===== config.mk =====
export PLATFORM = sky130hd
export DESIGN_NAME = npc_unit
export DESIGN_NICKNAME = d
export VERILOG_FILES = /design/src/rtl/npc_pkg.sv /design/src/rtl/npc_decode.sv /design/src/rtl/npc_cmp.sv /design/src/rtl/npc_target.sv /design/src/rtl/npc_unit.sv
export SDC_FILE = /design/constraint.sdc
export NUM_CORES = 1
export LEC_CHECK = 0
export ABC_AREA = 1
export BUFFER_PORTS_ARGS = -buffer_cell sky130_fd_sc_hd__buf_4
export CAP_MARGIN = 15
export CORE_ASPECT_RATIO = 0.6
export CORE_UTILIZATION = 55
export DETAILED_ROUTE_END_ITERATION = 6
export HOLD_SLACK_MARGIN = 0.05
export PLACE_DENSITY = 0.85
export SLEW_MARGIN = 20
export SYNTH_ARGS = -nofsm -noshare
export SYNTH_HDL_FRONTEND = slang
export SYNTH_SLANG_ARGS = --single-unit

===== constraint.sdc =====
create_clock -name clk -period 3.7 [get_ports clk]
set_input_delay 0.74 -clock clk [delete_from_list [all_inputs] [get_ports clk]]
set_output_delay 0.74 -clock clk [all_outputs]
set_load 0.02 [all_outputs]

===== src/rtl/npc_pkg.sv =====
package npc_pkg;
    localparam int OP_W    = 6;
    localparam int FN_W    = 6;
    localparam int OFF_W   = 16;
    localparam int IDX_W   = 26;
    localparam int RIDX_W  = 5;
    localparam int REGION_LSB = IDX_W + 2;

    localparam logic [OP_W-1:0] OP_SPECIAL = 6'h00;
    localparam logic [OP_W-1:0] OP_JUMP    = 6'h02;
    localparam logic [OP_W-1:0] OP_CALL    = 6'h03;
    localparam logic [OP_W-1:0] OP_BREQ    = 6'h04;
    localparam logic [OP_W-1:0] OP_BRNE    = 6'h05;
    localparam logic [FN_W-1:0] FN_JREG    = 6'h08;

    typedef enum logic [2:0] {
        FLOW_SEQ,
        FLOW_BREQ,
        FLOW_BRNE,
        FLOW_JUMP,
        FLOW_CALL,
        FLOW_JREG
    } flow_e;

    typedef struct packed {
        flow_e              flow;
        logic [OFF_W-1:0]   off;
        logic [IDX_W-1:0]   idx;
    } dec_t;
endpackage


===== src/rtl/npc_decode.sv =====
module npc_decode
    import npc_pkg::*;
#(
    parameter int INSTR_W = 32
) (
    input  logic [INSTR_W-1:0] instr,
    output dec_t               dec
);
    logic [OP_W-1:0] op;
    logic [FN_W-1:0] fn;

    assign op = instr[INSTR_W-1 -: OP_W];
    assign fn = instr[FN_W-1:0];

    always_comb begin
        dec.off  = instr[OFF_W-1:0];
        dec.idx  = instr[IDX_W-1:0];
        dec.flow = FLOW_SEQ;
        unique case (op)
            OP_BREQ:    dec.flow = FLOW_BREQ;
            OP_BRNE:    dec.flow = FLOW_BRNE;
            OP_JUMP:    dec.flow = FLOW_JUMP;
            OP_CALL:    dec.flow = FLOW_CALL;
            OP_SPECIAL: dec.flow = (fn == FN_JREG) ? FLOW_JREG : FLOW_SEQ;
            default:    dec.flow = FLOW_SEQ;
        endcase
    end
endmodule


===== src/rtl/npc_cmp.sv =====
module npc_cmp #(
    parameter int W = 32
) (
    input  logic [W-1:0] a,
    input  logic [W-1:0] b,
    output logic         same
);
    logic [W-1:0] diff;

    assign diff = a ^ b;
    assign same = ~|diff;
endmodule


===== src/rtl/npc_target.sv =====
module npc_target
    import npc_pkg::*;
#(
    parameter int PC_W = 32
) (
    input  logic [PC_W-1:0]  pc,
    input  logic [OFF_W-1:0] off,
    input  logic [IDX_W-1:0] idx,
    output logic [PC_W-1:0]  pc_inc,
    output logic [PC_W-1:0]  br_tgt,
    output logic [PC_W-1:0]  jmp_tgt
);
    localparam int EXT_W    = PC_W - OFF_W - 2;
    localparam int REGION_W = PC_W - REGION_LSB;

    logic [PC_W-1:0] off_bytes;

    assign pc_inc    = pc + PC_W'(4);
    assign off_bytes = {{EXT_W{off[OFF_W-1]}}, off, 2'b00};
    assign br_tgt    = pc_inc + off_bytes;

    generate
        if (REGION_W > 0) begin : g_region
            assign jmp_tgt = {pc_inc[PC_W-1 -: REGION_W], idx, 2'b00};
        end else begin : g_flat
            assign jmp_tgt = PC_W'({idx, 2'b00});
        end
    endgenerate
endmodule


===== src/rtl/npc_unit.sv =====
module npc_unit
    import npc_pkg::*;
#(
    parameter int               PC_W     = 32,
    parameter logic [PC_W-1:0]  RESET_PC = '0,
    parameter logic [RIDX_W-1:0] LINK_REG = 5'd31
) (
    input  logic              clk,
    input  logic              rst_n,
    input  logic              advance,
    input  logic [31:0]       instr,
    input  logic [PC_W-1:0]   rs_val,
    input  logic [PC_W-1:0]   rt_val,
    output logic [PC_W-1:0]   pc,
    output logic              link_we,
    output logic [RIDX_W-1:0] link_idx,
    output logic [PC_W-1:0]   link_data
);
    typedef struct packed {
        logic [PC_W-1:0] pc;
    } state_t;

    state_t st_d, st_q;

    dec_t            dec;
    logic            regs_same;
    logic [PC_W-1:0] pc_inc, br_tgt, jmp_tgt;
    logic            br_take;

    npc_decode #(.INSTR_W(32)) u_dec (
        .instr (instr),
        .dec   (dec)
    );

    npc_cmp #(.W(PC_W)) u_cmp (
        .a    (rs_val),
        .b    (rt_val),
        .same (regs_same)
    );

    npc_target #(.PC_W(PC_W)) u_tgt (
        .pc      (st_q.pc),
        .off     (dec.off),
        .idx     (dec.idx),
        .pc_inc  (pc_inc),
        .br_tgt  (br_tgt),
        .jmp_tgt (jmp_tgt)
    );

    always_comb begin
        st_d    = st_q;
        br_take = ((dec.flow == FLOW_BREQ) &&  regs_same) ||
                  ((dec.flow == FLOW_BRNE) && !regs_same);
        if (advance) begin
            unique case (dec.flow)
                FLOW_JUMP, FLOW_CALL: st_d.pc = jmp_tgt;
                FLOW_JREG:            st_d.pc = rs_val;
                FLOW_BREQ, FLOW_BRNE: st_d.pc = br_take ? br_tgt : pc_inc;
                default:              st_d.pc = pc_inc;
            endcase
        end
    end

    always_ff @(posedge clk or negedge rst_n) begin
        if (!rst_n) begin
            st_q.pc <= RESET_PC;
        end else begin
            st_q <= st_d;
        end
    end

    assign pc        = st_q.pc;
    assign link_we   = advance && (dec.flow == FLOW_CALL);
    assign link_idx  = LINK_REG;
    assign link_data = pc_inc;
endmodule


# After elaboration in Yosys (flattened, before gate mapping)
# Index checks and enable logic that the tools add are counted.
# op_classes
addsub	2
eq_ne	10
n_mux	4
bitwise	1
reduce_logical	9
# ops
op	n
$pmux 32 s3	1
$add 32x3->32 const B	1
$add 32x32->32	1
$mux 32	1
$reduce_or 32->1	1
$xor 32x32->32	1
$pmux 3 s5	1
$eq 6x2->1 const B	2
$eq 6x3->1 const B	2
$eq 3x2->1 const B	2
$eq 3x3->1 const B	2
$eq 6x4->1 const B	1
$logic_not 6->1	1
$reduce_or 2->1	2
$eq 3x1->1 const B	1
$logic_and 1x1->1	3
$mux 3	1
$logic_not 1->1	1
$logic_or 1x1->1	1
# totals
reg_bits	32
output_inout_bits	70
elab_cells	27

# Depth between registers and ports, before layout
# Gate-level depths: netlist (run 1).
# depth
ltp_word	8
depth_mapped	25

# Modules after synthesis
# From an unflattened synthesis (run 1), not the netlist that was laid out.
# unflattened
hier_cells	1353
area_unflattened_um2	7214.4
# by_module_without_submodules
mod	instances	cells_each	area_per_inst_um2
npc_unit	1	571	3193.1
npc_target	1	544	2940.3
npc_cmp	1	168	645.6
npc_decode	1	70	435.4

# Worst setup path after synthesis (run 1)
# Ideal clock, no wire load.
# synth_path
path_kind	flip-flop to flip-flop
startpoint	reg pc[2] (netlist name)
endpoint	reg pc[29] (netlist name)
setup_ps	117
arrival_ps	3215
t_required_ps	3583
path_slack_ps	368
stages_incl_launch_ff	20
synth_period_minus_slack_ps	3332
path_cell_list	dfrtp_1 ha_1 nand2_2 nor2_4 nand3_2 nor2_4 nand3_4 nor2_4 xor2_1 ha_1 a21oi_1 nor2_1 nor2_1 nand2_1 a21oi_1 nand3_1 nand3_1 nand3_1 nor2_1 nor2_1
# synth_between
elab_chain_cells	4
# synth_rtl
item	line	text
$add 32x3->32	npc_target.sv:18	assign pc_inc = pc + PC_W'(4);
net link_data[18]	npc_unit.sv:17	output logic [PC_W-1:0] link_data
$add 32x32->32	npc_target.sv:20	assign br_tgt = pc_inc + off_bytes;
$mux 32	npc_unit.sv:58	FLOW_BREQ, FLOW_BRNE: st_d.pc = br_take ? br_tgt : pc_inc;
$pmux 32 s3	npc_unit.sv:55	unique case (dec.flow)
# The timed path passes the listed nets, and every way through them passes these cells.
# A chain may end at the register's enable or synchronous reset.

# Worst setup path after layout (run 1)
# layout_path
startpoint	reg pc[2] (netlist name)
endpoint	reg pc[31] (netlist name)
# layout_between
elab_chain_cells	4
# layout_rtl
item	line
$add 32x3->32 *	npc_target.sv:18
$add 32x32->32	npc_target.sv:20
$mux 32	npc_unit.sv:58
$pmux 32 s3 *	npc_unit.sv:55
# Mark *: on every way between the ends. The rest lies on a longest branch, timed or not.

==> results of run 1 <==
-- per-stage QoR --
step | setup WS [ns] | setup TNS (ns) | total power (W) | util (%)
after floorplan | 0.368 | 0 | 0.00256 | -
after global placement | 0.169 | 0 | 0.00367 | 73.0
after detailed placement | 0.0853 | 0 | 0.00369 | 73.0
after CTS | 0.0575 | 0 | 0.00414 | 74.4
after global routing | -0.0240 | -0.0531 | 0.00458 | 75.7
final | 0.145 | 0 | 0.00432 | 75.7
-- synthesized netlist by cell type (8+ instances only) --
cell,n,area share [%]
nand2_1,401,25
inv_1,175,11
nor2_1,133,8.4
nand3_1,73,6.2
a21oi_1,45,3.8
ha_1,36,7.6
dfrtp_1,32,14
o21ai_0,27,2.3
xnor2_1,23,3.4
nor3_1,18,1.5
xor2_1,17,2.5
nand4_1,15,1.6
a22oi_1,13,1.6
clkbuf_1,9,0.57
nand2_2,9,0.95
and2_1,8,0.84
buf_4,8,1.0
-- how the worst max path moves through the flow --
stage	to	slack, ns	cells after the start
2_1_floorplan	pc[29]$_DFFE_PN0P_	0.37	19
3_3_place_gp	pc[23]$_DFFE_PN0P_	0.17	20
3_5_place_dp	pc[23]$_DFFE_PN0P_	0.09	20
4_1_cts	pc[23]$_DFFE_PN0P_	0.06	20
5_1_grt	pc[28]$_DFFE_PN0P_	-0.02	22
6_report	pc[31]$_DFFE_PN0P_	0.15	21
-- routing by layer --
layer	global-route usage [%]	wire [µm]
met4	7.89	393
met2	59.9	9580
met5	0	0
met1	63.6	10700
met3	12.0	3550
-- power by group through the flow --
stage | Combinational (W) | Clock [W] | Sequential (W)
2_1_floorplan | 0.00186 | 0 | 0.000708
3_3_place_gp | 0.00307 | 0 | 0.000594
6_report | 0.00327 | 0.000436 | 0.000613
5_1_grt | 0.00350 | 0.000453 | 0.000628
3_5_place_dp | 0.00309 | 0 | 0.000604
4_1_cts | 0.00311 | 0.000434 | 0.000599
-- what timing repair did --
item                       CTS  global route
setup buffers                0             5
hold endpoints to repair     0             0
gates resized for setup      0            18
setup endpoints to repair    0            16
hold buffers                 0             0
-- cells in the final DEF (no fill, tap or decap), types with 5 or more instances in the layout --
cell and count:
nor3_2 5, nor2_1 130, xor2_1 16, a21oi_1 43, nor2_4 6, and2_1 8
nand2_2 12, xnor2_1 22, nand4_1 15, nor2_2 6, nand3_1 73, nor3_1 16
a22oi_1 13, o21ai_0 27, conb_1 5, nand2_1 398, inv_1 175, ha_1 35
dfrtp_1 31, a221oi_1 6, clkbuf_16 5, buf_4 194
-- cell type report --
class | count | area (µm²)
repair buffers | 194 | 1460
inverters | 180 | 676
clock buffers | 6 | 139
fillers | 930 | 2470
well taps | 135 | 169
flip-flops and latches | 32 | 802
clock inverters | 2 | 10.0
multi-input cells | 869 | 4440
-- cell families after synthesis --
logic type / Yosys count
other cells: 1
simple gates: 682
compound gates: 104
xor+xnor: 41
buf+inv: 201
flops: 32
fa+ha+maj: 37
-- worst max-delay path, delay by kind of cell (launching register included) --
family                     cells  cell delay, ns
adders and majority gates      2            0.53
and+or+nand+nor               15            1.80
DFF                            1            0.44
buffers and inverters          1            0.06
AOI/OAI and AO/OA              3            0.62
==> results.sh, run 1 <==
export IMPL_cp_cell_sequence="ha_2 -> nand2_2 -> nor2_4 -> nand3_4 -> nor2_4 -> nand3_4 -> nor2_4 -> nand4_1 -> nand2_1 -> inv_2 -> ha_1 -> a21oi_1 -> nand2_1 -> a21oi_1 -> nand2_1 -> a21oi_1 -> nand2_1 -> nand3_1 -> nand3_1 -> nor2_1 -> nor2_1"
export IMPL_internal_power_w=0.00190
export IMPL_postSynthAreaPerCell_um2=5.39
export IMPL_r2r_start="pc[2]$_DFFE_PN0P_"
export IMPL_synthDistinctLibCells=40
export IMPL_ys_flop_type="dfrtp_1"
export IMPL_synthesis_instances=1098
export IMPL_crit_type="flop to flop"
export IMPL_htree_num_levels=2
export IMPL_finalCritPeriodShare_pct=96.1
export IMPL_synth_edf_count=0
export IMPL_finalNonFillerCells=1418
export IMPL_viasPerCell=5.62
export IMPL_ys_warn_count=0
export IMPL_start_util_pct=58.3
export IMPL_ys_ff_latch=32
export IMPL_grt_pass1_vias=6582
export IMPL_rows=28
export IMPL_cts_root_buf="clkbuf_16"
export IMPL_cts_tree="built"
export IMPL_overflow=0
export IMPL_synth_top_family_by_area="simple AND/OR/NAND/NOR gates"
export IMPL_port_buffers=163
export IMPL_critPathSlowestCell="dfrtp_2"
export IMPL_worst_path_largest_cell_delay_ns=0.44
export IMPL_r2r_end="pc[31]$_DFFE_PN0P_"
export IMPL_placed_cells=1405
export IMPL_setup_viol=0
export IMPL_die_x_um=136
export IMPL_synth_area_um2=5920
export IMPL_hold_ws_ns=0.396
export IMPL_r2r_slack_ns=0.15
export IMPL_die_area_um2=11200
export IMPL_first_iter_violations=1080
export IMPL_p_clk_share_pct=10.1
export IMPL_required_ns=3.88
export IMPL_skew_ns=0.00233
export IMPL_place_congestion=1.13
export IMPL_crit_fanout=6
export IMPL_synth_simple_area_share_pct=48.8
export IMPL_num_vias=7976
export IMPL_top_register="pc"
export IMPL_min_period_ns=3.55
export IMPL_crit_arrival_ns=3.74
export IMPL_max_slew_margin_pct=43.8
export IMPL_final_cell_area_um2=7690
export IMPL_synth_compound_area_share_pct=10.1
export IMPL_crit_path_start="pc[2]$_DFFE_PN0P_"
export IMPL_maxClockFrequency_mhz=281
export IMPL_grt_pass1_wl_um=35500
export IMPL_grt_usage_pct=42.6
export IMPL_synthAdderAreaFrac_pct=7.94
export IMPL_largest_reg_flops=32
export IMPL_worstSkewPairLatency_ns=0.29
export IMPL_drc=16
export IMPL_drv_slew=0
export IMPL_dp_hpwl_um=19900
export IMPL_ios=169
export IMPL_reg_top3="pc (32)"
export IMPL_routed_wl_um=24200
export IMPL_leakage_nw=4.38
export IMPL_syn_to_final_growth_pct=29.8
export IMPL_diodes=0
export IMPL_coreArea_um2=10200
export IMPL_path_clk_slew_ns=0.06
export IMPL_cts_made_buffers=5
export IMPL_wl_per_cell_um=17.1
export IMPL_drt_pass1_iter_count=7
export IMPL_antenna_found_initial=0
export IMPL_cap_violations=0
export IMPL_combPwrFrac_pct=75.7
export IMPL_finalHoldViolCount=0
export IMPL_start_kind="flop"
export IMPL_crit_top_cell="nand2_1"
export IMPL_synth_xor_area_share_pct=6.19
export IMPL_async_flop_share_pct=100
export IMPL_p_per_area_nw_per_um2=561
export IMPL_ant_nets=0
export IMPL_cts_sinks=32
export IMPL_end_kind="flop"
export IMPL_nets=1418
export IMPL_seqPwrFrac_pct=14.2
export IMPL_grt_max_degree=37
export IMPL_p_sw_w=0.00242
export IMPL_hold_class="input pin to asynchronous set/reset pin"
export IMPL_drive_above_1_share_pct=19.6
export IMPL_vdd_ir_drop_max_mv=0.571
export IMPL_p_sw_share_pct=56.0
export IMPL_dieHeight_um=82.4
export IMPL_tightestPinTransition_ns=0.838
export IMPL_synth_area_mux_share_pct=0
export IMPL_outcome="finished with violations"
export IMPL_cts_max_path_buffers=2
export IMPL_ys_seq_area_share_pct=13.5
export IMPL_violations="DRC"
export IMPL_rr_worst_depth=21
export IMPL_place_area_um2=7410
No activity file was read; power rests on OpenSTA's default activity.
==> run 2: changes to the inputs <==
Settings changed: CORE_UTILIZATION 55 to 56, PLACE_DENSITY 0.85 to 0.86.
Clock period 3.7 ns to 4.2 ns, I/O delays scaled along.
==> run 2 against run 1 <==
The flow now finishes without violations. Utilization fell by 2.0 points. Non-clock buffer count decreased by 25. Final area fell by 3.6%. Clock skew up 0.0024 ns. Largest cell class unchanged.
==> results.sh, run 2 (synthesized netlist as in run 1, its figures left out) <==
export IMPL_outcome="finished clean"
export IMPL_placed_cells=1385
export IMPL_seqPwrFrac_pct=14.8
export IMPL_cts_made_buffers=5
export IMPL_finalHoldViolCount=0
export IMPL_cts_max_path_buffers=2
export IMPL_drv_slew=0
export IMPL_maxClockFrequency_mhz=252
export IMPL_dieHeight_um=81.7
export IMPL_cts_tree="built"
export IMPL_coreArea_um2=10100
export IMPL_combPwrFrac_pct=74.8
export IMPL_place_congestion=1.03
export IMPL_dp_hpwl_um=19800
export IMPL_crit_type="flop to flop"
export IMPL_drt_pass1_iter_count=6
export IMPL_cts_repair_resized=0
export IMPL_crit_path_start="pc[2]$_DFFE_PN0P_"
export IMPL_rows=28
export IMPL_grt_max_degree=37
export IMPL_first_iter_violations=1092
export IMPL_p_clk_share_pct=10.4
export IMPL_leakage_nw=4.24
export IMPL_port_buffers=163
export IMPL_layout_common_cells="401 x nand2_1, 175 x inv_1, 169 x buf_4"
export IMPL_die_x_um=135
export IMPL_path_clk_slew_ns=0.06
export IMPL_min_period_ns=3.96
export IMPL_routed_wl_um=23900
export IMPL_finalCritPeriodShare_pct=94.4
export IMPL_crit_arrival_ns=4.15
export IMPL_tightestPinTransition_ns=0.883
export IMPL_viasPerCell=5.67
export IMPL_top_register="pc"
export IMPL_hold_class="input pin to asynchronous set/reset pin"
export IMPL_required_ns=4.39
export IMPL_overflow=0
export IMPL_wl_per_cell_um=17.1
export IMPL_worst_path_largest_cell_delay_ns=0.50
export IMPL_die_area_um2=11000
export IMPL_worstSkewPairLatency_ns=0.29
export IMPL_start_util_pct=58.9
export IMPL_syn_to_final_growth_pct=25.1
export IMPL_grt_pass1_wl_um=36000
export IMPL_max_slew_margin_pct=41.0
export IMPL_nets=1393
export IMPL_p_per_area_nw_per_um2=498
export IMPL_p_sw_share_pct=56.7
export IMPL_p_sw_w=0.00209
export IMPL_rr_worst_depth=20
export IMPL_finalSetupTns_ns=0
export IMPL_reg_top3="pc (32)"
export IMPL_cp_cell_sequence="ha_1 -> nand2_2 -> nor2_4 -> nand3_2 -> nor2_4 -> nand3_4 -> xor2_1 -> inv_1 -> ha_1 -> nand2_1 -> nor2_1 -> inv_1 -> nor3_1 -> nand3_1 -> nand3_1 -> nand2_1 -> nand3_1 -> nand3_1 -> nand2_1 -> inv_1"
export IMPL_antenna_found_initial=0
export IMPL_ios=169
export IMPL_diodes=0
export IMPL_ctsHoldBuffers=0
export IMPL_setup_viol=0
export IMPL_start_kind="flop"
export IMPL_rsz0062_at_grt="false"
export IMPL_grt_pass1_vias=6707
export IMPL_num_vias=7894
export IMPL_cts_root_buf="clkbuf_16"
export IMPL_critPathSlowestCell="nor3_1"
export IMPL_cap_violations=0
export IMPL_end_kind="flop"
export IMPL_htree_num_levels=2
export IMPL_crit_fanout=6
export IMPL_finalNonFillerCells=1393
export IMPL_largest_reg_flops=32
export IMPL_internal_power_w=0.00160
export IMPL_drc=0
export IMPL_r2r_start="pc[2]$_DFFE_PN0P_"
export IMPL_grt_usage_pct=43.8
export IMPL_final_common_cell="nand2_1"
export IMPL_vdd_ir_drop_max_mv=0.593
export IMPL_cts_setup_buffers=0
export IMPL_drive_above_1_share_pct=16.7
export IMPL_ant_nets=0
export IMPL_cts_sinks=32
export IMPL_crit_top_cell="nand3_1"
export IMPL_skew_ns=0.00476
==> run 2: cell types whose count changed in the layout (fill, tap and decap cells not counted), sizes merged <==
cell    change
buf        -25
clkinv      -2
clkbuf      +2
==> run 2: path summary, 6_finish.rpt <==
kind	to	slack [ns]
min in group clk	pc[0]$_DFFE_PN0P_	0.54
hold / removal	pc[29]$_DFFE_PN0P_	0.50
max in group asynchronous	pc[9]$_DFFE_PN0P_	3.37
hold reg to reg	pc[0]$_DFFE_PN0P_	0.54
setup / recovery	pc[26]$_DFFE_PN0P_	0.24
setup reg to reg	pc[26]$_DFFE_PN0P_	0.24
==> run 2: final cells by class <==
cell class,count,area (µm²)
Timing Repair Buffer,169,1270
Tap cell,135,169
Inverter,180,676
Fill cell,902,2640
Multi-Input combinational cell,869,4350
Clock buffer,8,146
Sequential cell,32,801
==> run 2: routing by layer <==
metal | vias to the layer above | routed length, µm | share of wire (%) | track usage, %
li1 | 3739 | - | - | -
met1 | 3509 | 10300 | 43 | 64.8
met2 | 600 | 9090 | 38 | 61.1
met3 | 46 | 4000 | 17 | 13.3
met4 | 0 | 468 | 2.0 | 9.21
met5 | - | 0 | 0 | 0
==> run 2: power by group through the flow <==
stage | logic, W | clock network [W] | registers [W]
3_3_place_gp | 0.00266 | 0 | 0.000531
6_report | 0.00276 | 0.000383 | 0.000547
4_1_cts | 0.00268 | 0.000379 | 0.000539
5_1_grt | 0.00298 | 0.000394 | 0.000561
3_5_place_dp | 0.00266 | 0 | 0.000542
2_1_floorplan | 0.00163 | 0 | 0.000624
==> run 2: critical path: cells and delay by family (launching register included) <==
kind	cells	cell delay, ns
XOR/XNOR	1	0.16
flip-flops	1	0.46
AND/OR/NAND/NOR	14	2.39
adder cells (fa/ha/maj)	2	0.57
buffers and inverters	3	0.26
==> run 2: per-stage QoR <==
step / total power (W) / utilization (%) / hold WS (ns) / cell area (µm²) / setup WS, ns
after floorplan: 0.00226 / - / 0.544 / 5940 / 0.868
after CTS: 0.00360 / 73.7 / 0.513 / 7410 / 0.514
after global routing: 0.00394 / 73.7 / 0.528 / 7410 / 0.0435
after global placement: 0.00319 / 72.2 / 0.522 / 7260 / 0.619
after detailed placement: 0.00320 / 72.2 / 0.515 / 7260 / 0.568
final: 0.00369 / 73.7 / 0.498 / 7410 / 0.237
==> run 3: changes to the inputs <==
Settings changed: CORE_MARGIN set to 10, RECOVER_POWER set to 100.
==> run 3 against run 2 <==
The flow now finishes with violations (capacitance limit, slew limit). First-iteration DRC count decreased by 0.46%. Global-route usage decreased by 13 points. Combinational power decreased by 5%. Largest cell class unchanged. Register-to-register slack better by 0.07 ns. Sequential share of layout area up 0.33 points. Sequential power shrank 0.9%. Routed wire length rose by 3.8%. Power decreased by 3.3%.
==> results.sh, run 3 (synthesized netlist as in run 1, its figures left out) <==
export IMPL_cap_violations=1
export IMPL_grt_usage_pct=30.9
export IMPL_required_ns=4.38
export IMPL_grtUsageMet3_pct=12.0
export IMPL_ios=169
export IMPL_p_clk_share_pct=11.0
export IMPL_p_sw_w=0.00209
export IMPL_vdd_ir_drop_max_mv=0.600
export IMPL_nets=1394
export IMPL_routed_wl_um=24800
export IMPL_die_x_um=153
export IMPL_start_kind="flop"
export IMPL_critPathSlowestCell="dfrtp_1"
export IMPL_cts_tree="built"
export IMPL_rsz0062_at_grt="false"
export IMPL_crit_buf_inv=3
export IMPL_largest_reg_flops=32
export IMPL_drv_slew=33
export IMPL_maxClockFrequency_mhz=257
export IMPL_first_iter_violations=1087
export IMPL_worstSkewPairLatency_ns=0.29
export IMPL_p_per_area_nw_per_um2=497
export IMPL_syn_to_final_growth_pct=21.4
export IMPL_end_kind="flop"
export IMPL_final_cell_area_um2=7190
export IMPL_dieHeight_um=99.7
export IMPL_r2r_slack_ns=0.30
export IMPL_place_congestion=1.06
export IMPL_path_delay_family="simple AND/OR/NAND/NOR gates"
export IMPL_finalCritPeriodShare_pct=92.8
export IMPL_cts_root_buf="clkbuf_16"
export IMPL_use_met2_pct=44.0
export IMPL_ctsHoldBuffers=0
export IMPL_place_worst_setup_slack_ns=0.546
export IMPL_rr_worst_depth=20
export IMPL_drt_pass1_iter_count=6
export IMPL_cts_setup_buffers=0
export IMPL_holdPathEnd="pc[1]$_DFFE_PN0P_"
export IMPL_ant_nets=0
export IMPL_rows=28
export IMPL_leakage_nw=4.06
export IMPL_outcome="finished with violations"
export IMPL_wl_per_cell_um=17.8
export IMPL_tightestPinTransition_ns=1.84
export IMPL_port_buffers=163
export IMPL_regArea_um2=801
export IMPL_overflow=0
export IMPL_antenna_found_initial=0
export IMPL_finalHoldViolCount=0
export IMPL_place_area_um2=7270
export IMPL_drive_above_1_share_pct=11.8
export IMPL_internal_power_w=0.00148
export IMPL_cts_max_path_buffers=2
export IMPL_worst_path_largest_cell_delay_ns=0.46
export IMPL_layout_common_cells="405 x nand2_1, 176 x inv_1, 136 x nor2_1"
export IMPL_combPwrFrac_pct=73.8
export IMPL_seqPwrFrac_pct=15.2
export IMPL_hold_depth=2
export IMPL_p_total_w=0.00357
export IMPL_r2r_start="pc[2]$_DFFE_PN0P_"
export IMPL_drc=0
export IMPL_cts_repair_resized=0
export IMPL_start_util_pct=58.7
export IMPL_final_common_cell="nand2_1"
export IMPL_violations="capacitance limit, slew limit"
export IMPL_grt_pass1_vias=7123
export IMPL_finalSetupTns_ns=0
export IMPL_grt_max_degree=37
export IMPL_hold_class="flop to flop"
export IMPL_min_period_ns=3.90
export IMPL_htree_num_levels=2
export IMPL_reg_top3="pc (32)"
export IMPL_die_area_um2=15200
export IMPL_top_register="pc"
export IMPL_grt_busiest_layer="met2"
export IMPL_min_delay_start="pc[1]$_DFFE_PN0P_"
export IMPL_setup_viol=0
export IMPL_crit_arrival_ns=4.08
export IMPL_cp_cell_sequence="ha_1 -> nand2_1 -> nor2_4 -> nand3_2 -> nor2_4 -> nand3_4 -> xor2_1 -> inv_1 -> ha_1 -> nand2_1 -> nor2_1 -> inv_1 -> nor3_1 -> nand3_1 -> nand3_1 -> nand2_1 -> nand3_1 -> nand3_1 -> nand2_1 -> inv_1"
export IMPL_multi_input_area_um2=4310
export IMPL_dp_hpwl_um=20900
export IMPL_viasPerCell=5.60
export IMPL_met1_usage_pct=42.9
export IMPL_p_sw_share_pct=58.6
export IMPL_fillers=1012
export IMPL_path_clk_slew_ns=0.06
export IMPL_diodes=0
export IMPL_num_vias=7798
export IMPL_setup_ws_ns=0.302
export IMPL_cts_made_buffers=5
export IMPL_coreArea_um2=10100
export IMPL_skew_ns=0.00361
export IMPL_max_slew_margin_pct=-22.4
export IMPL_r2r_end="pc[26]$_DFFE_PN0P_"
export IMPL_cts_sinks=32
export IMPL_crit_fanout=6
export IMPL_grt_pass1_wl_um=38400
export IMPL_crit_type="flop to flop"
## run 3: cell count changes in the layout (fill, tap and decap cells not counted), sizes merged
| cell | change |
|---|---|
| buf | -53 |
| clkbuf | +53 |
## run 3: worst max-delay path by stage
stage,cells after the start,to,slack (ns),startpoint
floorplan,19,pc[29]$_DFFE_PN0P_,0.87,pc[2]$_DFFE_PN0P_
global placement,21,pc[31]$_DFFE_PN0P_,0.68,pc[2]$_DFFE_PN0P_
detailed placement,20,pc[26]$_DFFE_PN0P_,0.55,pc[2]$_DFFE_PN0P_
CTS,20,pc[26]$_DFFE_PN0P_,0.52,pc[2]$_DFFE_PN0P_
global route,23,pc[31]$_DFFE_PN0P_,0.05,pc[6]$_DFFE_PN0P_
finish,20,pc[26]$_DFFE_PN0P_,0.30,pc[2]$_DFFE_PN0P_
## run 3: cell type report
type,count,area share [%]
flip-flops and latches,32,11.1
clock buffers,7,2.12
inverters,180,9.40
multi-input cells,869,60.0
repair buffers,170,15.0
well taps,135,2.35
## run 3: per-layer routing
metal | vias to the layer above | part of all wire (%)
li1 | 3749 | -
met1 | 3474 | 43
met2 | 539 | 40
met3 | 36 | 16
met4 | 0 | 1.6
met5 | - | 0
## run 3: power by group through the flow
| stage | logic, W | clock network (W) | registers, W |
|---|---|---|---|
| floorplan | 0.00163 | 0 | 0.000624 |
| global placement | 0.00268 | 0 | 0.000530 |
| detailed placement | 0.00269 | 0 | 0.000541 |
| CTS | 0.00271 | 0.000391 | 0.000539 |
| global route | 0.00287 | 0.000403 | 0.000554 |
| finish | 0.00263 | 0.000394 | 0.000542 |
## run 3: metrics by stage
| stage | instances | util [%] | hold slack (ns) |
|---|---|---|---|
| 2_1_floorplan | 1102 | - | 0.544 |
| 3_3_place_gp | 1386 | 72.1 | 0.509 |
| 3_5_place_dp | 1386 | 72.1 | 0.519 |
| 4_1_cts | 1393 | 73.6 | 0.509 |
| 5_1_grt | 1393 | 71.2 | 0.564 |
| 6_report | 1393 | 71.2 | 0.543 |
## run 3: worst min-delay path, cell delays in order (launching register included)
cell and delay [ns]:
dfrtp_1 0.38, nand2_1 0.07, o31ai_1 0.06
